--- config.mk ---
export PLATFORM = sky130hd
export DESIGN_NAME = rst_seq
export DESIGN_NICKNAME = d
export VERILOG_FILES = /design/src/rtl/rst_seq_pkg.sv /design/src/rtl/rst_tick_counter.sv /design/src/rtl/rst_cause_map.sv /design/src/rtl/rst_seq.sv
export SDC_FILE = /design/constraint.sdc
export NUM_CORES = 1
export LEC_CHECK = 0
export ABC_AREA = 1
export BUFFER_PORTS_ARGS = -buffer_cell sky130_fd_sc_hd__buf_4
export CAP_MARGIN = 0
export CORE_ASPECT_RATIO = 0.5
export CORE_UTILIZATION = 30
export CTS_CLUSTER_SIZE = 12
export DETAILED_ROUTE_END_ITERATION = 10
export PLACE_DENSITY = 0.55
export SLEW_MARGIN = 10
export SYNTH_ARGS = -nofsm -noshare
export SYNTH_HDL_FRONTEND = slang
export SYNTH_SLANG_ARGS = --single-unit
--- constraint.sdc ---
create_clock -name clk -period 1.8 [get_ports clk]
set_input_delay 0.09 -clock clk [delete_from_list [all_inputs] [get_ports clk]]
set_output_delay 0.09 -clock clk [all_outputs]
set_load 0.03 [all_outputs]
--- src/rtl/rst_seq_pkg.sv ---
package rst_seq_pkg;

    typedef enum logic [1:0] {
        ST_HOLD   = 2'd0,
        ST_TIMING = 2'd1,
        ST_RUN    = 2'd2,
        ST_SLEEP  = 2'd3
    } seq_state_e;

    typedef enum logic [2:0] {
        CAUSE_POWER    = 3'd0,
        CAUSE_MCLR_RUN = 3'd1,
        CAUSE_MCLR_SLP = 3'd2,
        CAUSE_WDT_RUN  = 3'd3,
        CAUSE_WDT_SLP  = 3'd4,
        CAUSE_INT_WAKE = 3'd5,
        CAUSE_WDT_CLR  = 3'd6
    } cause_e;

    localparam logic [1:0] OSC_LF  = 2'b00;
    localparam logic [1:0] OSC_XT  = 2'b01;
    localparam logic [1:0] OSC_EXT = 2'b10;
    localparam logic [1:0] OSC_RC  = 2'b11;

endpackage

--- src/rtl/rst_tick_counter.sv ---
module rst_tick_counter #(
    parameter int LIMIT = 1024
) (
    input  logic clk,
    input  logic rst_n,
    input  logic enable,
    input  logic tick,
    input  logic qual,
    output logic done
);
    localparam int CW = $clog2(LIMIT + 1);

    logic [CW-1:0] cnt;

    assign done = (cnt == CW'(LIMIT));

    always_ff @(posedge clk or negedge rst_n) begin
        if (!rst_n) begin
            cnt <= '0;
        end else if (!enable) begin
            cnt <= '0;
        end else if (tick && qual && !done) begin
            cnt <= cnt + CW'(1);
        end
    end

    // an idle counter is empty on the next cycle
    a_r12_clear_when_idle: assert property (@(posedge clk) disable iff (!rst_n)
        !enable |=> (cnt == '0));

    // a step needs a qualified strobe in the previous cycle
    a_r4_step_needs_qual: assert property (@(posedge clk) disable iff (!rst_n)
        (cnt != $past(cnt) && cnt != '0) |-> $past(tick && qual && enable));

    // once reached, the limit is held while enabled
    a_r2_saturates: assert property (@(posedge clk) disable iff (!rst_n)
        (done && enable) |=> done);

endmodule

--- src/rtl/rst_cause_map.sv ---
module rst_cause_map
    import rst_seq_pkg::*;
(
    input  cause_e cause,
    output logic   nwdt,
    output logic   nslp,
    output logic   resume,
    output logic   need_pwr,
    output logic   need_osc
);
    always_comb begin
        nwdt     = 1'b1;
        nslp     = 1'b1;
        resume   = 1'b0;
        need_pwr = 1'b0;
        need_osc = 1'b0;
        unique case (cause)
            CAUSE_POWER: begin
                need_pwr = 1'b1;
                need_osc = 1'b1;
            end
            CAUSE_MCLR_RUN, CAUSE_WDT_CLR: begin
            end
            CAUSE_MCLR_SLP: begin
                nslp     = 1'b0;
                need_osc = 1'b1;
            end
            CAUSE_WDT_RUN: begin
                nwdt = 1'b0;
            end
            CAUSE_WDT_SLP: begin
                nwdt     = 1'b0;
                nslp     = 1'b0;
                need_osc = 1'b1;
            end
            CAUSE_INT_WAKE: begin
                nslp     = 1'b0;
                resume   = 1'b1;
                need_osc = 1'b1;
            end
            default: begin
            end
        endcase
    end
endmodule

--- src/rtl/rst_seq.sv ---
module rst_seq
    import rst_seq_pkg::*;
#(
    parameter int OSC_CYCLES = 1024,
    parameter int PWR_TICKS  = 96
) (
    input  logic       clk,
    input  logic       por_ok,
    input  logic       mclr_n,
    input  logic       wdt_timeout,
    input  logic       wdt_clear,
    input  logic       sleep_req,
    input  logic       int_wake,
    input  logic       glob_int_off,
    input  logic [1:0] osc_mode,
    input  logic       osc_tick,
    input  logic       osc_amp_ok,
    input  logic       ref_tick,
    output logic       core_hold,
    output logic       flag_nwdt,
    output logic       flag_nslp,
    output logic       resume_next,
    output logic       irq_mask_flag
);
    seq_state_e state_q, state_d;
    cause_e     cause_q, cause_d;
    logic       irqm_q, irqm_d;

    logic enc_nwdt, enc_nslp, enc_resume, enc_need_pwr, enc_need_osc;
    logic crystal, need_osc, timing_en, osc_done, pwr_done, timers_met;

    rst_cause_map u_map (
        .cause    (cause_q),
        .nwdt     (enc_nwdt),
        .nslp     (enc_nslp),
        .resume   (enc_resume),
        .need_pwr (enc_need_pwr),
        .need_osc (enc_need_osc)
    );

    assign crystal   = (osc_mode == OSC_LF) || (osc_mode == OSC_XT);
    assign need_osc  = enc_need_osc && crystal;
    assign timing_en = (state_q == ST_TIMING);

    rst_tick_counter #(.LIMIT(OSC_CYCLES)) u_osc_settle (
        .clk    (clk),
        .rst_n  (por_ok),
        .enable (timing_en),
        .tick   (osc_tick),
        .qual   (osc_amp_ok),
        .done   (osc_done)
    );

    rst_tick_counter #(.LIMIT(PWR_TICKS)) u_pwr_delay (
        .clk    (clk),
        .rst_n  (por_ok),
        .enable (timing_en),
        .tick   (ref_tick),
        .qual   (1'b1),
        .done   (pwr_done)
    );

    assign timers_met = (!enc_need_pwr || pwr_done) && (!need_osc || osc_done);

    // next-state and cause selection
    always_comb begin
        state_d = state_q;
        cause_d = cause_q;
        irqm_d  = irqm_q;
        unique case (state_q)
            ST_HOLD: begin
                if (mclr_n) state_d = ST_TIMING;
            end
            ST_TIMING: begin
                if (!mclr_n)         state_d = ST_HOLD;
                else if (timers_met) state_d = ST_RUN;
            end
            ST_RUN: begin
                if (!mclr_n) begin
                    state_d = ST_HOLD;
                    cause_d = CAUSE_MCLR_RUN;
                    irqm_d  = 1'b1;
                end else if (wdt_timeout) begin
                    state_d = ST_TIMING;
                    cause_d = CAUSE_WDT_RUN;
                    irqm_d  = 1'b1;
                end else if (wdt_clear) begin
                    cause_d = CAUSE_WDT_CLR;
                end else if (sleep_req) begin
                    state_d = ST_SLEEP;
                end
            end
            ST_SLEEP: begin
                if (!mclr_n) begin
                    state_d = ST_HOLD;
                    cause_d = CAUSE_MCLR_SLP;
                    irqm_d  = 1'b1;
                end else if (wdt_timeout) begin
                    state_d = ST_TIMING;
                    cause_d = CAUSE_WDT_SLP;
                    irqm_d  = 1'b1;
                end else if (int_wake) begin
                    state_d = ST_TIMING;
                    cause_d = CAUSE_INT_WAKE;
                    irqm_d  = glob_int_off;
                end
            end
            default: state_d = ST_HOLD;
        endcase
    end

    // state register
    always_ff @(posedge clk or negedge por_ok) begin
        if (!por_ok) begin
            state_q <= ST_HOLD;
            cause_q <= CAUSE_POWER;
            irqm_q  <= 1'b1;
        end else begin
            state_q <= state_d;
            cause_q <= cause_d;
            irqm_q  <= irqm_d;
        end
    end

    // outputs
    always_comb begin
        core_hold     = (state_q == ST_HOLD) || (state_q == ST_TIMING);
        flag_nwdt     = enc_nwdt;
        flag_nslp     = enc_nslp;
        resume_next   = enc_resume;
        irq_mask_flag = irqm_q;
    end

    // master clear low always leads to hold
    a_r5_hold_on_mclr: assert property (@(posedge clk) disable iff (!por_ok)
        !mclr_n |=> core_hold);

    // release only after the required counters finished
    a_r2_release_after_timers: assert property (@(posedge clk) disable iff (!por_ok)
        $fell(core_hold) |-> $past((!enc_need_pwr || pwr_done) && (!need_osc || osc_done)));

    // watchdog expiry while running
    a_r7_wdt_run: assert property (@(posedge clk) disable iff (!por_ok)
        (state_q == ST_RUN && mclr_n && wdt_timeout)
            |=> (core_hold && !flag_nwdt && flag_nslp && !resume_next));

    // watchdog clear keeps the core running
    a_r10_clear_runs: assert property (@(posedge clk) disable iff (!por_ok)
        (state_q == ST_RUN && mclr_n && !wdt_timeout && wdt_clear)
            |=> (!core_hold && flag_nwdt && flag_nslp));

    // interrupt wake resumes and copies the mask bit
    a_r9_int_wake: assert property (@(posedge clk) disable iff (!por_ok)
        (state_q == ST_SLEEP && mclr_n && !wdt_timeout && int_wake)
            |=> (resume_next && !flag_nslp && irq_mask_flag == $past(glob_int_off)));

endmodule

; ---- Word-level counts from Yosys, hierarchy flattened
; Index checks and enable logic that the tools add are counted.
[word_totals]
regBits = 24
in_bits = 13
out_inout_bits = 5
wordCells = 82
[classes]
n_addsub = 2
eq_ne = 19
mux = 33
reduce_logical = 23
[ops]
columns = cell, n
row1 = $mux W11, 2
row2 = $mux W2, 10
row3 = $mux W3, 6
row4 = $ne A4 B4 Y1 const B, 4
row5 = $mux W7, 2
row6 = $add A11 B1 Y11 const B, 1
row7 = $eq A11 B11 Y1 const B, 1
row8 = $mux W1, 10
row9 = $pmux W2 S4, 1
row10 = $add A7 B1 Y7 const B, 1
row11 = $eq A7 B7 Y1 const B, 1
row12 = $eq A3 B2 Y1 const B, 2
row13 = $eq A3 B3 Y1 const B, 2
row14 = $ne A3 B3 Y1 const B, 2
row15 = $pmux W3 S2, 1
row16 = $reduce_and A3 Y1, 2
row17 = $logic_and A1 B1 Y1, 5
row18 = $reduce_and A5 Y1, 1
row19 = $eq A2 B1 Y1 const B, 2
row20 = $eq A2 B2 Y1 const B, 2
row21 = $logic_not A1 Y1, 4
row22 = $logic_not A2 Y1, 2
row23 = $logic_or A1 B1 Y1, 4
row24 = $ne A2 B2 Y1 const B, 2
row25 = other kinds (7), 7

; ---- Longest topological paths before layout
; Gate-level depths: netlist (run 1).
[depth]
ltp_word = 10
mapped_depth = 11
depth_no_buf = 11

; ---- By module
; A second synthesis (run 1) with hierarchy kept.
[hier_totals]
cells_unflattened = 237
area_unflattened_um2 = 1717.9
[by_module_without_submodules]
columns = module, instances, cells_each, area_each_um2, seq_area_each_um2
row1 = rst_tick_counter (u_osc_settle), 1, 105, 802.0, 275.3
row2 = rst_tick_counter (u_pwr_delay), 1, 64, 467.9, 175.2
row3 = rst_seq, 1, 54, 384.1, 151.4
row4 = rst_cause_map, 1, 14, 63.8, 0.0

; ---- Worst setup path before layout (run 1)
; OpenSTA, ideal clock, no wires.
[synth_path]
kind = reg2reg
startpoint = register u_osc_settle.cnt[0]
endpoint = register u_osc_settle.cnt[9]
setup_time_ps = 118
arrival_ps = 1293
required_time_ps = 1682
path_slack_ps = 389
path_stages_with_launch = 11
path_buffers = 1
synth_period_minus_slack_ps = 1411
cell_sequence = dfrtp_1 inv_1 ha_1 nand2_1 inv_1 nand2_2 o21bai_4 buf_6 nand2_4 nand3_2 o21ai_2
[synth_between]
elab_chain_len = 4
word_cells_on_any_way = 7
cone_classes = add/sub (1) / eq/ne (2) / mux (2) / reduce/logical (2)
[synth_rtl]
columns = item, line_no
row1 = from (decl), rst_tick_counter.sv:13  ; logic [CW-1:0] cnt;
row2 = from (signal assigned), rst_tick_counter.sv:23  ; cnt <= cnt + CW'(1);
row3 = branches (longest 4 deep; another with $add A11 B1 Y11), n/a
; Several ways; the timed one is not identified. The select of a mux whose other input is x is not followed.
; A chain may end at the register's enable or synchronous reset.

; ---- Final worst setup path (run 1)
[layout_path]
startpoint = register u_osc_settle.cnt[0]
endpoint = register u_osc_settle.cnt[5]
; The elaborated chain is that of the path after synthesis.

==> impl_metrics.ini, run 1 <==
[status]
status = finished clean

[yosys]
seq_area_frac_synth_pct = 39.1
synth_edf_count = 0
synth_compound_area_share_pct = 11.1
muxShareOfSynthArea_pct = 0
syn_avg_cell_area_um2 = 7.54
yosysTopAreaCellShare_pct = 37.4
ys_top_cells_by_count = nand2_1, inv_1, nor2_1, dfrtp_1, nand3_1
synth-simple-area-share_pct = 35.0
synthXorXnorAreaFrac_pct = 1.71
synth_top_family_by_area = simple AND/OR/NAND/NOR gates
synthTopCellsByArea = dfrtp_1, nand2_1, inv_1
synth.most_common_cell = nand2_1
synth_fa_ha_area_share_pct = 3.25
synth-seq-cells = 24
synth_flop_cell = dfrtp_1
synthesis.instances = 204
synth_fp_nets = 221
syn_area_um2 = 1540
ys_warn_count = 0
async_reset_ff_share_pct = 100
yosys.area.top_type = dfrtp_1
ys_types = 31

[finish]
multi_input_area_um2 = 785
layout-drive-gt1-share_pct = 18.3
num_antenna_cells = 0
nets = 242
fill_cells = 497
fin_area_um2 = 1790
area_delta_synth_final_pct = 16.6
final_cells = 290
seq_area_um2 = 602
fin_util_pct = 38.5

[power_and_ir_drop]
power_density_nw_per_um2 = 1110
power_leakage_uw = 0.000820
switchingPower_uw = 845
comb_power_share_pct = 44.5
internal-power_uw = 1140
seqPwrFrac_pct = 36.6
power.share.clock_pct = 19.0
switching_share_pct = 42.6
peakVddDrop_uv = 433

[worst_setup_path]
path_cells = inv_1, ha_1, nand2_1, inv_1, nand2_2, o21bai_4, buf_4, o21ai_1, inv_1, nor3_2
r2r_cells = 10
slowest_delay_ps = 450
worst_setup_path_end_kind = flip-flop
path_buf_inv = 4
cp_max_fo = 7
worstSetupPathType = flip-flop to flip-flop
worstPathRequired_ps = 1950
path_delay_family = flip-flops
critPathSlowestCell = dfrtp_1
startpoint_type = flip-flop
cp.depth = 10
cp_common_cell = inv_1
cp.arrival_ps = 1780

[route]
vias_per_cell = 4.59
ant_nets = 0
first_pass_iters = 4
wire_per_inst_um = 10.8
drc = 0
num_vias = 1331
wl_um = 3140
drt_iter0_drc = 39

[clock_network]
cts_buffers = 3
clock_latency_ps = 270
clkSlewWorstSetupHoldPaths_ps = 90
clockRootBuffer = clkbuf_8
cts_tree = done
clkSinkCount = 24
htreeDepth = 1
clockBufferDepth = 2
post-cts-setup-buffers = 0

[sta]
worstMarginPinSlew_ps = 316
clock_skew_ps = 3.43
min_period_over_period_pct = 90.6
fmax_mhz = 613
setup_tns_ps = 0
slew-limit-headroom_pct = 79.0
rsz0062_at_grt = false
hold_viol = 0
final_max_slew_viol_count = 0
period_needed_ps = 1630
setup_ws_ps = 170
finalSetupViolCount = 0

[placed_design]
gp_congestion = 0.857
dp_hpwl_um = 2390
dp_slack_ps = 173
place_area_um2 = 1730
place_inst = 285
portBuffers = 16

[global_route]
antenna_found_initial = 0
grt_pass1_vias = 1226
grt_pass1_wl_um = 5450
grt_start_max_net_pins = 25
gr-total-overflow = 0
grt_usage_pct = 13.2

[floorplan]
die_h_um = 52.6
rows = 17
start_util_pct = 33.0
dieArea_um2 = 5430
core_um2 = 4660
die_x_um = 103
ios = 18

[hold_path]
min_path_cells = 3
min_path_type = input port to flip-flop

[run]
cap_violations = 0
-- routing by layer --
| layer | up-vias | global-route usage, % | wire [um] |
|---|---|---|---|
| met1 | 607 | 17.0 | 1580 |
| met2 | 19 | 21.9 | 1430 |
| met5 | - | 0 | 0 |
| li1 | 703 | - | - |
| met4 | 0 | 3.29 | 22 |
| met3 | 2 | 3.73 | 109 |
-- worst min-delay path: stages --
cell and delay (ps):
buf_4 90, nand3_1 60, nand3_1 60
-- power by group through the flow --
| stage | logic (uW) | registers, uW | clock network, uW |
|---|---|---|---|
| floorplan | 606 | 743 | 0 |
| global placement | 873 | 734 | 0 |
| detailed placement | 891 | 737 | 0 |
| CTS | 896 | 726 | 394 |
| global route | 998 | 740 | 418 |
| finish | 883 | 727 | 376 |
-- area by class of cell --
| cell class | instances | area share (%) |
|---|---|---|
| Multi-Input combinational cell | 145 | 43.8 |
| Sequential cell | 24 | 33.6 |
| Timing Repair Buffer | 20 | 8.51 |
| Inverter | 31 | 6.49 |
| Tap cell | 66 | 4.61 |
| Clock buffer | 4 | 3.07 |
-- path summary, 6_finish.rpt --
path,from,slack (ps),endpoint
hold reg to reg,irq_mask_flag$_DFFE_PN1P_,490,irq_mask_flag$_DFFE_PN1P_
setup reg to reg,u_osc_settle.cnt[0]$_DFFE_PN0P_,170,u_osc_settle.cnt[5]$_DFFE_PN0P_
max in group asynchronous,por_ok,1260,irq_mask_flag$_DFFE_PN1P_
hold / removal,mclr_n,80,state_q[0]$_DFFE_PN0P_
setup / recovery,u_osc_settle.cnt[0]$_DFFE_PN0P_,170,u_osc_settle.cnt[5]$_DFFE_PN0P_
min in group asynchronous,por_ok,250,u_osc_settle.cnt[2]$_DFFE_PN0P_
-- cells by family after synthesis --
group,after synthesis
buf+inv,35
fa+ha+maj,4
simple gates,111
compound gates,27
flops,24
xor+xnor,3
-- cells in the final DEF, fill, tap and decap left out, types with 3 or more instances in the layout --
master | netlist | routed
nand2_1 | 36 | 36
inv_1 | 31 | 31
nor2_1 | 26 | 26
dfrtp_1 | 23 | 23
nand3_1 | 19 | 19
buf_4 | 1 | 19
o21ai_0 | 13 | 13
nand4_1 | 8 | 8
nor3_1 | 7 | 7
a21oi_1 | 5 | 5
ha_1 | 4 | 4
clkbuf_8 | 0 | 4
o21ai_2 | 3 | 3
xor2_1 | 3 | 3
-- per-stage QoR --
stage	power (uW)	hold WS, ps
6_report	1990	79.0
5_1_grt	2160	116
4_1_cts	2020	72.1
3_5_place_dp	1630	15.2
3_3_place_gp	1610	14.2
2_1_floorplan	1350	-206
-- registers in the layout (all words and copies together), names as in the netlist --
signal	flops
u_osc_settle.cnt	11
u_pwr_delay.cnt	7
cause_q	3
state_q	2
irq_mask_flag	1
-- what timing repair did --
| item | in CTS | in global routing |
|---|---|---|
| gates resized for setup | 0 | 0 |
| endpoints found under the hold margin | 24 | 0 |
| hold buffers | 1 | 0 |
No activity file was read; power rests on OpenSTA's default activity.
==> inputs of run 2 (changes only) <==
--- a/config.mk
+++ b/config.mk
@@ -9,6 +9,7 @@
 export BUFFER_PORTS_ARGS = -buffer_cell sky130_fd_sc_hd__buf_4
 export CAP_MARGIN = 0
 export CORE_ASPECT_RATIO = 0.5
+export CORE_MARGIN = 2
 export CORE_UTILIZATION = 30
 export CTS_CLUSTER_SIZE = 12
 export DETAILED_ROUTE_END_ITERATION = 10
==> impl_metrics.ini, run 2 (synthesis results as in run 1) <==
[worst_setup_path]
cp.arrival_ps = 1700
worstPathRequired_ps = 1960
critPathSlowestCell = dfrtp_1
worstSetupPathType = flip-flop to flip-flop
slowest_delay_ps = 420
cp_common_cell = inv_1
cp_max_fo = 7
worst_setup_path_end_kind = flip-flop
path_cells = inv_1, ha_1, nand2_1, inv_1, nand2_2, o21bai_4, buf_4, o21ai_1, inv_1, nor3_2
startpoint_type = flip-flop

[finish]
fill_cells = 512
multi_input_area_um2 = 785
layout-drive-gt1-share_pct = 18.7
largest_reg_flops = 11
area_delta_synth_final_pct = 18.5
num_antenna_cells = 0
nets = 243
seq_area_um2 = 602
mostFrequentLayoutCells = nand2_1, inv_1, nor2_1
reg.largest.list = u_osc_settle.cnt: 11 flops, u_pwr_delay.cnt: 7 flops, cause_q: 3 flops
final_common_cell = nand2_1
regMostFlops = u_osc_settle.cnt

[floorplan]
start_util_pct = 31.2
die_h_um = 54.6
dieArea_um2 = 5750
ios = 18
core_um2 = 4930
die_x_um = 105
rows = 18

[clock_network]
htreeDepth = 1
hold_buffers = 1
clockBufferDepth = 2
clockRootBuffer = clkbuf_8
cts_tree = done
cts_resized = 0
clock_latency_ps = 270
post-cts-setup-buffers = 0
clkSinkCount = 24
clkSlewWorstSetupHoldPaths_ps = 90
cts_buffers = 3

[sta]
fin_hold_ws_ps = 93.1
finalSetupViolCount = 0
hold_viol = 0
min_period_over_period_pct = 85.7
fmax_mhz = 648
final_max_slew_viol_count = 0
period_needed_ps = 1540
clock_skew_ps = 2.79
rsz0062_at_grt = false
setup_ws_ps = 257
setup_tns_ps = 0
slew-limit-headroom_pct = 77.9
worstMarginPinSlew_ps = 331

[route]
drt_iter0_drc = 70
drc = 0
first_pass_iters = 4
wl_um = 3150
vias_per_cell = 4.60
num_vias = 1356
ant_nets = 0
wire_per_inst_um = 10.7

[global_route]
gr-total-overflow = 0
grt_usage_pct = 11.9
busiest_layer = met2
grt_util_met1_pct = 15.3
grt_pass1_wl_um = 5460
grt_pass1_vias = 1239
antenna_found_initial = 0
met3_usage_pct = 2.50
grt_start_max_net_pins = 25
grt.met2_usage_pct = 21.7

[placed_design]
portBuffers = 16
gp_congestion = 0.833
dp_hpwl_um = 2320
dp_slack_ps = 247

[power_and_ir_drop]
power_density_nw_per_um2 = 1160
power_leakage_uw = 0.000832
peakVddDrop_uv = 503

[hold_path]
min_path_type = input port to flip-flop

[run]
cap_violations = 0

[status]
status = finished clean
==> run 2: cell count changes in the layout (fill, tap and decap cells not counted), sizes merged <==
cell and change:
buf +1, bufinv +1, clkbuf -1
==> run 2: metal layers <==
metal / vias up / routed length (um)
met1: 640 / 1590
li1: 702 / -
met2: 14 / 1480
met3: 0 / 74
met5: - / 0
met4: 0 / 0
==> run 2: critical path: cells and delay by family (launching register included) <==
family | cells | cell delay [ps]
and+or+nand+nor | 3 | 140
DFF | 1 | 420
buffers and inverters | 4 | 420
adders and majority gates | 1 | 150
AOI/OAI and AO/OA | 2 | 300
==> run 2: area by class of cell <==
cell class | count | share of cell area (%)
Multi-Input combinational cell | 145 | 43.1
Inverter | 31 | 6.39
Clock buffer | 3 | 2.27
Tap cell | 70 | 4.81
Timing Repair Buffer | 21 | 8.79
Sequential cell | 24 | 33.0
Clock inverter | 1 | 1.65
==> run 2: where the power goes <==
group / switching, uW / internal (uW)
logic: 587 / 310
clock network: 190 / 298
registers: 78.3 / 644
total: 855 / 1250
==> run 2: through the flow <==
| step | instance area [um^2] | util, % | cells | total power (uW) |
|---|---|---|---|---|
| after floorplan | 1540 | - | 204 | 1350 |
| after global placement | 1740 | 35.3 | 290 | 1620 |
| after detailed placement | 1740 | 35.3 | 290 | 1630 |
| after CTS | 1820 | 36.9 | 295 | 2130 |
| after global routing | 1820 | 36.9 | 295 | 2290 |
| final | 1820 | 36.9 | 295 | 2110 |
==> run 2: final timing paths <==
kind	from	endpoint	slack, ps	cells after the start
min in group asynchronous	por_ok	u_osc_settle.cnt[2]$_DFFE_PN0P_	250	2
max reg2reg	u_osc_settle.cnt[1]$_DFFE_PN0P_	u_osc_settle.cnt[5]$_DFFE_PN0P_	260	10
min reg2reg	irq_mask_flag$_DFFE_PN1P_	irq_mask_flag$_DFFE_PN1P_	500	2
min	mclr_n	state_q[0]$_DFFE_PN0P_	90	3
max	u_osc_settle.cnt[1]$_DFFE_PN0P_	u_osc_settle.cnt[5]$_DFFE_PN0P_	260	10
max in group asynchronous	por_ok	irq_mask_flag$_DFFE_PN1P_	1250	2
